## config.mk

```make
export PLATFORM = sky130hd
export DESIGN_NAME = pipe_hazard_ctl
export DESIGN_NICKNAME = d
export VERILOG_FILES = /design/src/rtl/pipe_hazard_pkg.sv /design/src/rtl/phc_seq_fsm.sv /design/src/rtl/phc_dest_latch.sv /design/src/rtl/phc_fwd_cmp.sv /design/src/rtl/pipe_hazard_ctl.sv
export SDC_FILE = /design/constraint.sdc
export NUM_CORES = 1
export LEC_CHECK = 0
export ABC_AREA = 1
export ABC_CLOCK_PERIOD_IN_PS = 4300
export BUFFER_PORTS_ARGS = -buffer_cell sky130_fd_sc_hd__buf_2
export CAP_MARGIN = 20
export CORE_MARGIN = 10
export CORE_UTILIZATION = 46
export CTS_CLUSTER_DIAMETER = 40
export DETAILED_ROUTE_END_ITERATION = 10
export PLACE_DENSITY = 0.93
export SLEW_MARGIN = 30
export SYNTH_ARGS = -nofsm -noshare
export SYNTH_HDL_FRONTEND = slang
export SYNTH_HIERARCHICAL = 1
export SYNTH_SLANG_ARGS = --single-unit
```

## constraint.sdc

```tcl
create_clock -name clk -period 4.3 [get_ports clk]
set_clock_uncertainty 0.2 [all_clocks]
set_input_delay 0.43 -clock clk [delete_from_list [all_inputs] [get_ports clk]]
set_output_delay 0.43 -clock clk [all_outputs]
set_load 0.03 [all_outputs]
```

## src/rtl/pipe_hazard_pkg.sv

```systemverilog
`timescale 1ns/1ps
package pipe_hazard_pkg;
    localparam int unsigned XLEN_DEF   = 32;
    localparam int unsigned REG_AW_DEF = 5;
    localparam int unsigned NSRC_DEF   = 2;

    typedef enum logic {
        ST_RUN     = 1'b0,
        ST_SUSPEND = 1'b1
    } phc_state_e;
endpackage

```

## src/rtl/phc_seq_fsm.sv

```systemverilog
`timescale 1ns/1ps
module phc_seq_fsm
    import pipe_hazard_pkg::*;
(
    input  logic clk,
    input  logic rst_n,
    input  logic ex_valid,
    input  logic ex_mem,
    input  logic mem_done,
    output logic fetch_en,
    output logic stall,
    output logic capture
);
    phc_state_e state_q, state_d;

    always_ff @(posedge clk) begin
        if (!rst_n) state_q <= ST_RUN;
        else        state_q <= state_d;
    end

    always_comb begin
        state_d  = state_q;
        fetch_en = 1'b1;
        stall    = 1'b0;
        capture  = 1'b0;
        unique case (state_q)
            ST_RUN: begin
                if (ex_valid && ex_mem) begin
                    // MEM_ISSUE: hold fetch, delay the capture
                    fetch_en = 1'b0;
                    state_d  = ST_SUSPEND;
                end else begin
                    // FLOW
                    capture  = ex_valid;
                end
            end
            ST_SUSPEND: begin
                stall = 1'b1;
                if (mem_done) begin
                    // MEM_DONE
                    capture = 1'b1;
                    state_d = ST_RUN;
                end else begin
                    // MEM_WAIT
                    fetch_en = 1'b0;
                end
            end
            default: begin
                state_d  = ST_RUN;
            end
        endcase
    end
endmodule

```

## src/rtl/phc_dest_latch.sv

```systemverilog
`timescale 1ns/1ps
module phc_dest_latch #(
    parameter int unsigned XLEN   = 32,
    parameter int unsigned REG_AW = 5
) (
    input  logic              clk,
    input  logic              rst_n,
    input  logic              capture,
    input  logic              wen,
    input  logic [REG_AW-1:0] rd,
    input  logic [XLEN-1:0]   result,
    output logic              vld_q,
    output logic [REG_AW-1:0] rd_q,
    output logic [XLEN-1:0]   data_q
);
    logic writes_reg;
    assign writes_reg = wen && (rd != '0);

    always_ff @(posedge clk) begin
        if (!rst_n) begin
            vld_q  <= 1'b0;
            rd_q   <= '0;
            data_q <= '0;
        end else begin
            vld_q <= capture && writes_reg;
            if (capture) begin
                rd_q   <= rd;
                data_q <= result;
            end
        end
    end
endmodule

```

## src/rtl/phc_fwd_cmp.sv

```systemverilog
`timescale 1ns/1ps
module phc_fwd_cmp #(
    parameter int unsigned NSRC   = 2,
    parameter int unsigned REG_AW = 5
) (
    input  logic                        enable,
    input  logic [NSRC-1:0][REG_AW-1:0] src,
    input  logic                        lat_vld,
    input  logic [REG_AW-1:0]           lat_rd,
    output logic [NSRC-1:0]             sel
);
    for (genvar i = 0; i < NSRC; i++) begin : g_port
        assign sel[i] = enable && lat_vld && (src[i] == lat_rd);
    end
endmodule

```

## src/rtl/pipe_hazard_ctl.sv

```systemverilog
`timescale 1ns/1ps
module pipe_hazard_ctl #(
    parameter int unsigned XLEN   = 32,
    parameter int unsigned REG_AW = 5
) (
    input  logic              clk,
    input  logic              rst_n,
    input  logic              ex_valid,
    input  logic [REG_AW-1:0] ex_rs1,
    input  logic [REG_AW-1:0] ex_rs2,
    input  logic [REG_AW-1:0] ex_rd,
    input  logic              ex_wen,
    input  logic              ex_mem,
    input  logic              mem_done,
    input  logic [XLEN-1:0]   ex_result,
    output logic              fetch_en,
    output logic              fwd_rs1,
    output logic              fwd_rs2,
    output logic              rf_we,
    output logic [REG_AW-1:0] rf_waddr,
    output logic [XLEN-1:0]   rf_wdata,
    output logic              stall
);
    localparam int unsigned NSRC = 2;

    logic                        capture;
    logic                        lat_vld;
    logic [REG_AW-1:0]           lat_rd;
    logic [XLEN-1:0]             lat_data;
    logic [NSRC-1:0][REG_AW-1:0] src_bus;
    logic [NSRC-1:0]             fwd_sel;

    phc_seq_fsm u_fsm (
        .clk      (clk),
        .rst_n    (rst_n),
        .ex_valid (ex_valid),
        .ex_mem   (ex_mem),
        .mem_done (mem_done),
        .fetch_en (fetch_en),
        .stall    (stall),
        .capture  (capture)
    );

    phc_dest_latch #(.XLEN(XLEN), .REG_AW(REG_AW)) u_latch (
        .clk     (clk),
        .rst_n   (rst_n),
        .capture (capture),
        .wen     (ex_wen),
        .rd      (ex_rd),
        .result  (ex_result),
        .vld_q   (lat_vld),
        .rd_q    (lat_rd),
        .data_q  (lat_data)
    );

    assign src_bus = {ex_rs2, ex_rs1};

    phc_fwd_cmp #(.NSRC(NSRC), .REG_AW(REG_AW)) u_fwd (
        .enable  (ex_valid),
        .src     (src_bus),
        .lat_vld (lat_vld),
        .lat_rd  (lat_rd),
        .sel     (fwd_sel)
    );

    assign fwd_rs1  = fwd_sel[0];
    assign fwd_rs2  = fwd_sel[1];
    assign rf_we    = lat_vld;
    assign rf_waddr = lat_rd;
    assign rf_wdata = lat_data;
endmodule

```

; ---- Yosys cells after proc, flatten, opt, wreduce, memory -nomap -nowiden
; Cells that the tools add are included.
[op_classes]
n_eq_ne = 2
mux = 9
bitwise_logic = 1
n_reduce_logical = 7
[op_table]
columns = cell, count
row1 = equality test 5 bit, 2
row2 = logical AND 1 bit, 6
row3 = two-way mux 1 bit, 6
row4 = one-hot mux 1 bit (2 select lines), 3
row5 = nonzero test 5 bit, 1
row6 = NOT 1 bit, 1
[word_totals]
register_bits = 39
out_inout_bits = 42

; ---- Longest topological paths before layout
[logic_depth]
depth_word = 4
mapped_depth = 8
ltp_nobuf = 7

; ---- Cells and area by module
; The synthesis kept the hierarchy.
[modules_own_cells]
columns = module, n_inst, cells_each, area_per_inst_um2, seq_area_each_um2
row1 = phc_dest_latch, 1, 168, 1385.1, 760.7
row2 = phc_fwd_cmp, 1, 49, 202.7, 0.0
row3 = phc_seq_fsm, 1, 10, 62.6, 20.0

; ---- Worst setup path after synthesis
; No wires, ideal clock.
[synth_path]
path_kind = register to output
startpoint = reg u_latch.rd_q[2]
endpoint = out fwd_rs2
arrival_time_ps = 1259
required_time_ps = 3670
slack_ps = 2411
stages_incl_launch_ff = 7
n_path_buf = 0
cell_sequence = dfxtp_1 inv_2 nand2_4 nand2_1 nor2_1 nand2_1 nor2_1
[synth_between]
elab_chain_len = 2
[synth_rtl]
columns = item, line
row1 = "start, declared", phc_dest_latch.sv:13  ; output logic [REG_AW-1:0] rd_q,
row2 = "start signal, assigned", phc_dest_latch.sv:27  ; rd_q <= rd;
row3 = equality test 5 bit, phc_fwd_cmp.sv:13  ; assign sel[i] = enable && lat_vld && (src[i] == lat_rd);
row4 = logical AND 1 bit, phc_fwd_cmp.sv:13
row5 = "end, declared", pipe_hazard_ctl.sv:18  ; output logic fwd_rs2,
; Every way passes these cells.

; ---- Final worst setup path
[layout_path]
startpoint = reg u_latch.rd_q[0]
endpoint = out fwd_rs2
; Same word-level chain as after synthesis.

==> results by stage <==
Floorplan:
- The die covers 6383 sq um.
- Measured along the y axis, the die boundary spans 79.90 microns.
- The number of primary I/O pins is 95.
- The die span in x is 79.90 microns.
- The floorplan core area is 3390 sq um.
- The initial utilization of the core area, before any placement, comes to 48.69%.
- Row generation in the floorplan step produced 21 rows.

Place:
- The count of placed standard cells including taps is between 300 and 400.
- In this run the cell area measured after placement is 2093 sq um.
- The count of port buffers added during placement is 94.
- Summed over all nets, the half-perimeter wirelength after detailed placement is 3606 microns.
- The routability congestion estimate is 0.8805.

Setup path:
- On the critical path, the stage with the largest delay is an instance of dfxtp_1.
- The family with the most delay on the worst path is flip-flops.
- The worst setup path is captured at an output pin.
- The cell occurring most often along the worst timing path is nand2_1.
- The setup path with the least slack is of type reg -> out.
- Of all nets on the critical path, the largest fanout is 6.
- The data required time of the critical path is around 3.7 ns.
- At the worst endpoint, the arrival time is 1.34 ns.
- On the worst path, the slowest cell contributes a delay of 0.42 ns.
- Together, buffers and inverters on the worst path number 2.
- The category of the worst setup path launch point is a flop.
- The signal on the critical path passes through inv_1 > nand2_1 > nand2_1 > nor2_1 > nand2_1 > nor2_1 > buf_2.

Finish:
- For this run, the post-layout net count is 371.
- The repair_antennas step left the layout with diodes totalling 0.
- The layout cell share with drive strength beyond 1 is 37.93%.
- The library cell used most frequently in the layout, excluding fill and tap cells, is buf_2.
- Fill cells in the final layout number 320.
- The number of standard cells in the final layout excluding fillers is about 370.
- In the layout the commonest cells are buf_2, nor2_1, dfxtp_1, nand2_1, o21ai_0.
- At the end of the flow the core is filled with cells to 63.23%.
- The post-layout instance area is 2143 sq um.
- From synthesis to final layout, the design area changed by 29.87%.

Timing:
- Setup repair after global routing left no endpoint under its margin.
- The worst pin sits at a relative slew slack of 62.42%.
- The share of the cycle needed by the critical path after routing is 45.93%.
- Setup violations remaining at the end of the flow were counted as 0.
- The final setup TNS is 0 ns.
- The number of endpoints with negative hold slack in the final report is 0.
- At the pin with the least slew margin, the transition time is roughly 0.56 ns.
- Final hold analysis gives a worst-case slack of 0.1029 ns.
- The final critical delay including setup and external delays is 1.975 ns.
- The final count of pins violating max slew is 0.
- The fmax is about 510 MHz.

Power and ir drop:
- The largest voltage drop on the vdd net is 0.2470 mV.
- Internal power comes to 524.5 uW.
- For this design the static power due to leakage is 0.001184 uW.
- Power spread over the standard cell area amounts to approximately 370 nW/um^2.
- The total net switching power is 275.5 uW.
- The proportion of power drawn by flip-flops and latches is 51.5%.
- The part of the total power dissipated in the clock network is 21.9%.
- The logic gate share of total power is 26.6%.
- The fraction of power spent switching nets is 34.43%.

Global route:
- The first global-routing pass estimated 7383 microns of wire.
- Entering global routing, the biggest net connects 40 pins.
- The initial antenna violation count is 0.
- The number of global-route vias before repair came to 1648.
- Global routing consumed, over all layers together, between 10 and 15% of the routing resources.
- Summed over all layers, the global routing overflow is 0.

Yosys:
- In the synthesized netlist, the number of instances is between 200 and 250.
- The summed instance area of the synthesized netlist is about 1700 sq um.
- The post-synthesis sequential element count is 39.
- Synthesis instantiated 22 different standard cells from the library.
- The average footprint of a synthesized cell is approximately 7.3 sq um.
- Summing the sequential cell areas from Yosys gives a little under half of the chip area.
- The warning count from the yosys run is 6.
- Counting flops with an async set or reset pin after synthesis yields a share of 0%.
- In this run, synthesis inferred 0 flip-flops with an integrated enable.
- The most instantiated flip-flop cell in the synthesis netlist is dfxtp_1.
- When the netlist entered floorplanning its net count stood at 280.

Worst hold path:
- The tightest min-delay check is of the in -> reg type.

Clock network:
- The H-tree generated during clock tree synthesis spans 2 levels.
- Buffers inserted to repair hold after CTS numbered 0.
- The clock tree from TritonCTS is done.
- Clock-pin slew was measured on the worst setup and hold paths at 0.12 ns.
- The number of buffers inserted during clock tree synthesis is 5.
- The root buffer cell chosen for the clock tree is clkbuf_4.
- The number of sinks on the clock net is 39.
- The setup fix buffers added after clock tree synthesis is 0.
- The post-cts repair resize count is 0.
- The worst-skew pair later-pin latency is 0.33 ns.
- The longest clock path from root to sink contains 2 buffers.

Detailed routing:
- In the routed layout, each cell is associated on average with a via count of 4.630.
- Dividing the detail-routed wire length by the instance count gives 12.84 microns.
- The final wirelength is 4685 microns.
- The violation count after the first detailed-routing iteration is 60.
- The detailed-route via count is 1690.
- The count of nets left with antenna violations once routing finished came out at 0.
- The pre-antenna-repair detailed-routing pass consisted of 4 iterations.
- The detailed-route DRC error count is 0.

Outcome:
- The run finished with clean final reports.

Flow run:
- Max-cap violations in this run came to 0.
==> per-layer routing <==
| metal | GRT usage (%) | vias to the layer above | part of all wire (%) |
|---|---|---|---|
| met5 | 0 | - | 0 |
| met4 | 5.282 | 0 | 1.0 |
| met3 | 6.982 | 5 | 11 |
| met2 | 23.43 | 77 | 48 |
| met1 | 15.12 | 729 | 40 |
| li1 | - | 879 | - |
==> cells by family (layout without fill, tap and decap cells) <==
logic type	Yosys count	after routing	synth area share [%]
xor+xnor	1	1	0.5308
compound gates	40	40	12.21
buf+inv	29	121	10.39
flops	39	39	47.31
simple gates	118	118	29.57
==> power groups by stage <==
| stage | Clock [uW] | Sequential (uW) | Combinational, uW |
|---|---|---|---|
| final | 175 | 412 | 213 |
| after global routing | 195 | 416 | 234 |
| after CTS | 181 | 412 | 215 |
| after detailed placement | 0 | 420 | 215 |
| after global placement | 0 | 418 | 210 |
| after floorplan | 0 | 484 | 83.4 |
==> flip-flops by register name (all words and copies together), names as in the netlist <==
name	cells
u_latch/rd_q	5
u_latch/vld_q	1
u_fsm/state_q	1
u_latch/data_q	32
==> final timing paths <==
| check | slack (ns) | cells past startpoint | to | start |
|---|---|---|---|---|
| max reg2reg | 2.70 | 7 | u_latch/data_q[22] | u_fsm/state_q |
| min reg2reg | 0.30 | 2 | u_latch/data_q[28] | u_latch/data_q[28] |
| max | 2.33 | 7 | fwd_rs2 | u_latch/rd_q[0] |
| min | 0.10 | 3 | u_latch/data_q[28] | ex_result[28] |
==> synthesized netlist by cell type (2+ instances only) <==
library cell | number | share of area (%)
nor2_1 | 73 | 17
dfxtp_1 | 39 | 47
nand2_1 | 28 | 6.4
o21ai_0 | 28 | 8.5
inv_1 | 13 | 3.0
nor2_2 | 11 | 4.2
o21ai_1 | 10 | 3.0
buf_6 | 4 | 2.7
inv_2 | 4 | 0.91
buf_2 | 2 | 0.61
clkbuf_2 | 2 | 0.61
nand2_2 | 2 | 0.76
nand3_1 | 2 | 0.61
==> layout make-up <==
class                      count  area (sq um)  area share (%)
clock buffer                   7         45.04           2.102
clock inverter                 1         5.005          0.2335
inverter                      18         75.07           3.503
multi-input combinational    159         701.9           32.75
sequential                    39         780.7           36.43
tap                           46         57.56           2.685
timing repair buffer          95         478.0           22.30
==> worst reg2reg max path: cells and delay by family, from the launching register on <==
kind / cells / cell delay [ns]
AOI/OAI and AO/OA: 1 / 0.10
buffers and inverters: 3 / 0.61
DFF: 1 / 0.34
and+or+nand+nor: 3 / 0.26
==> stage by stage <==
step	power, uW	setup slack, ns
2_1_floorplan	567.1	2.411
3_3_place_gp	628.3	2.564
3_5_place_dp	635.0	2.546
4_1_cts	808.8	2.294
5_1_grt	845.4	2.150
6_report	800.0	2.325
No activity file was read; power rests on OpenSTA's default activity.
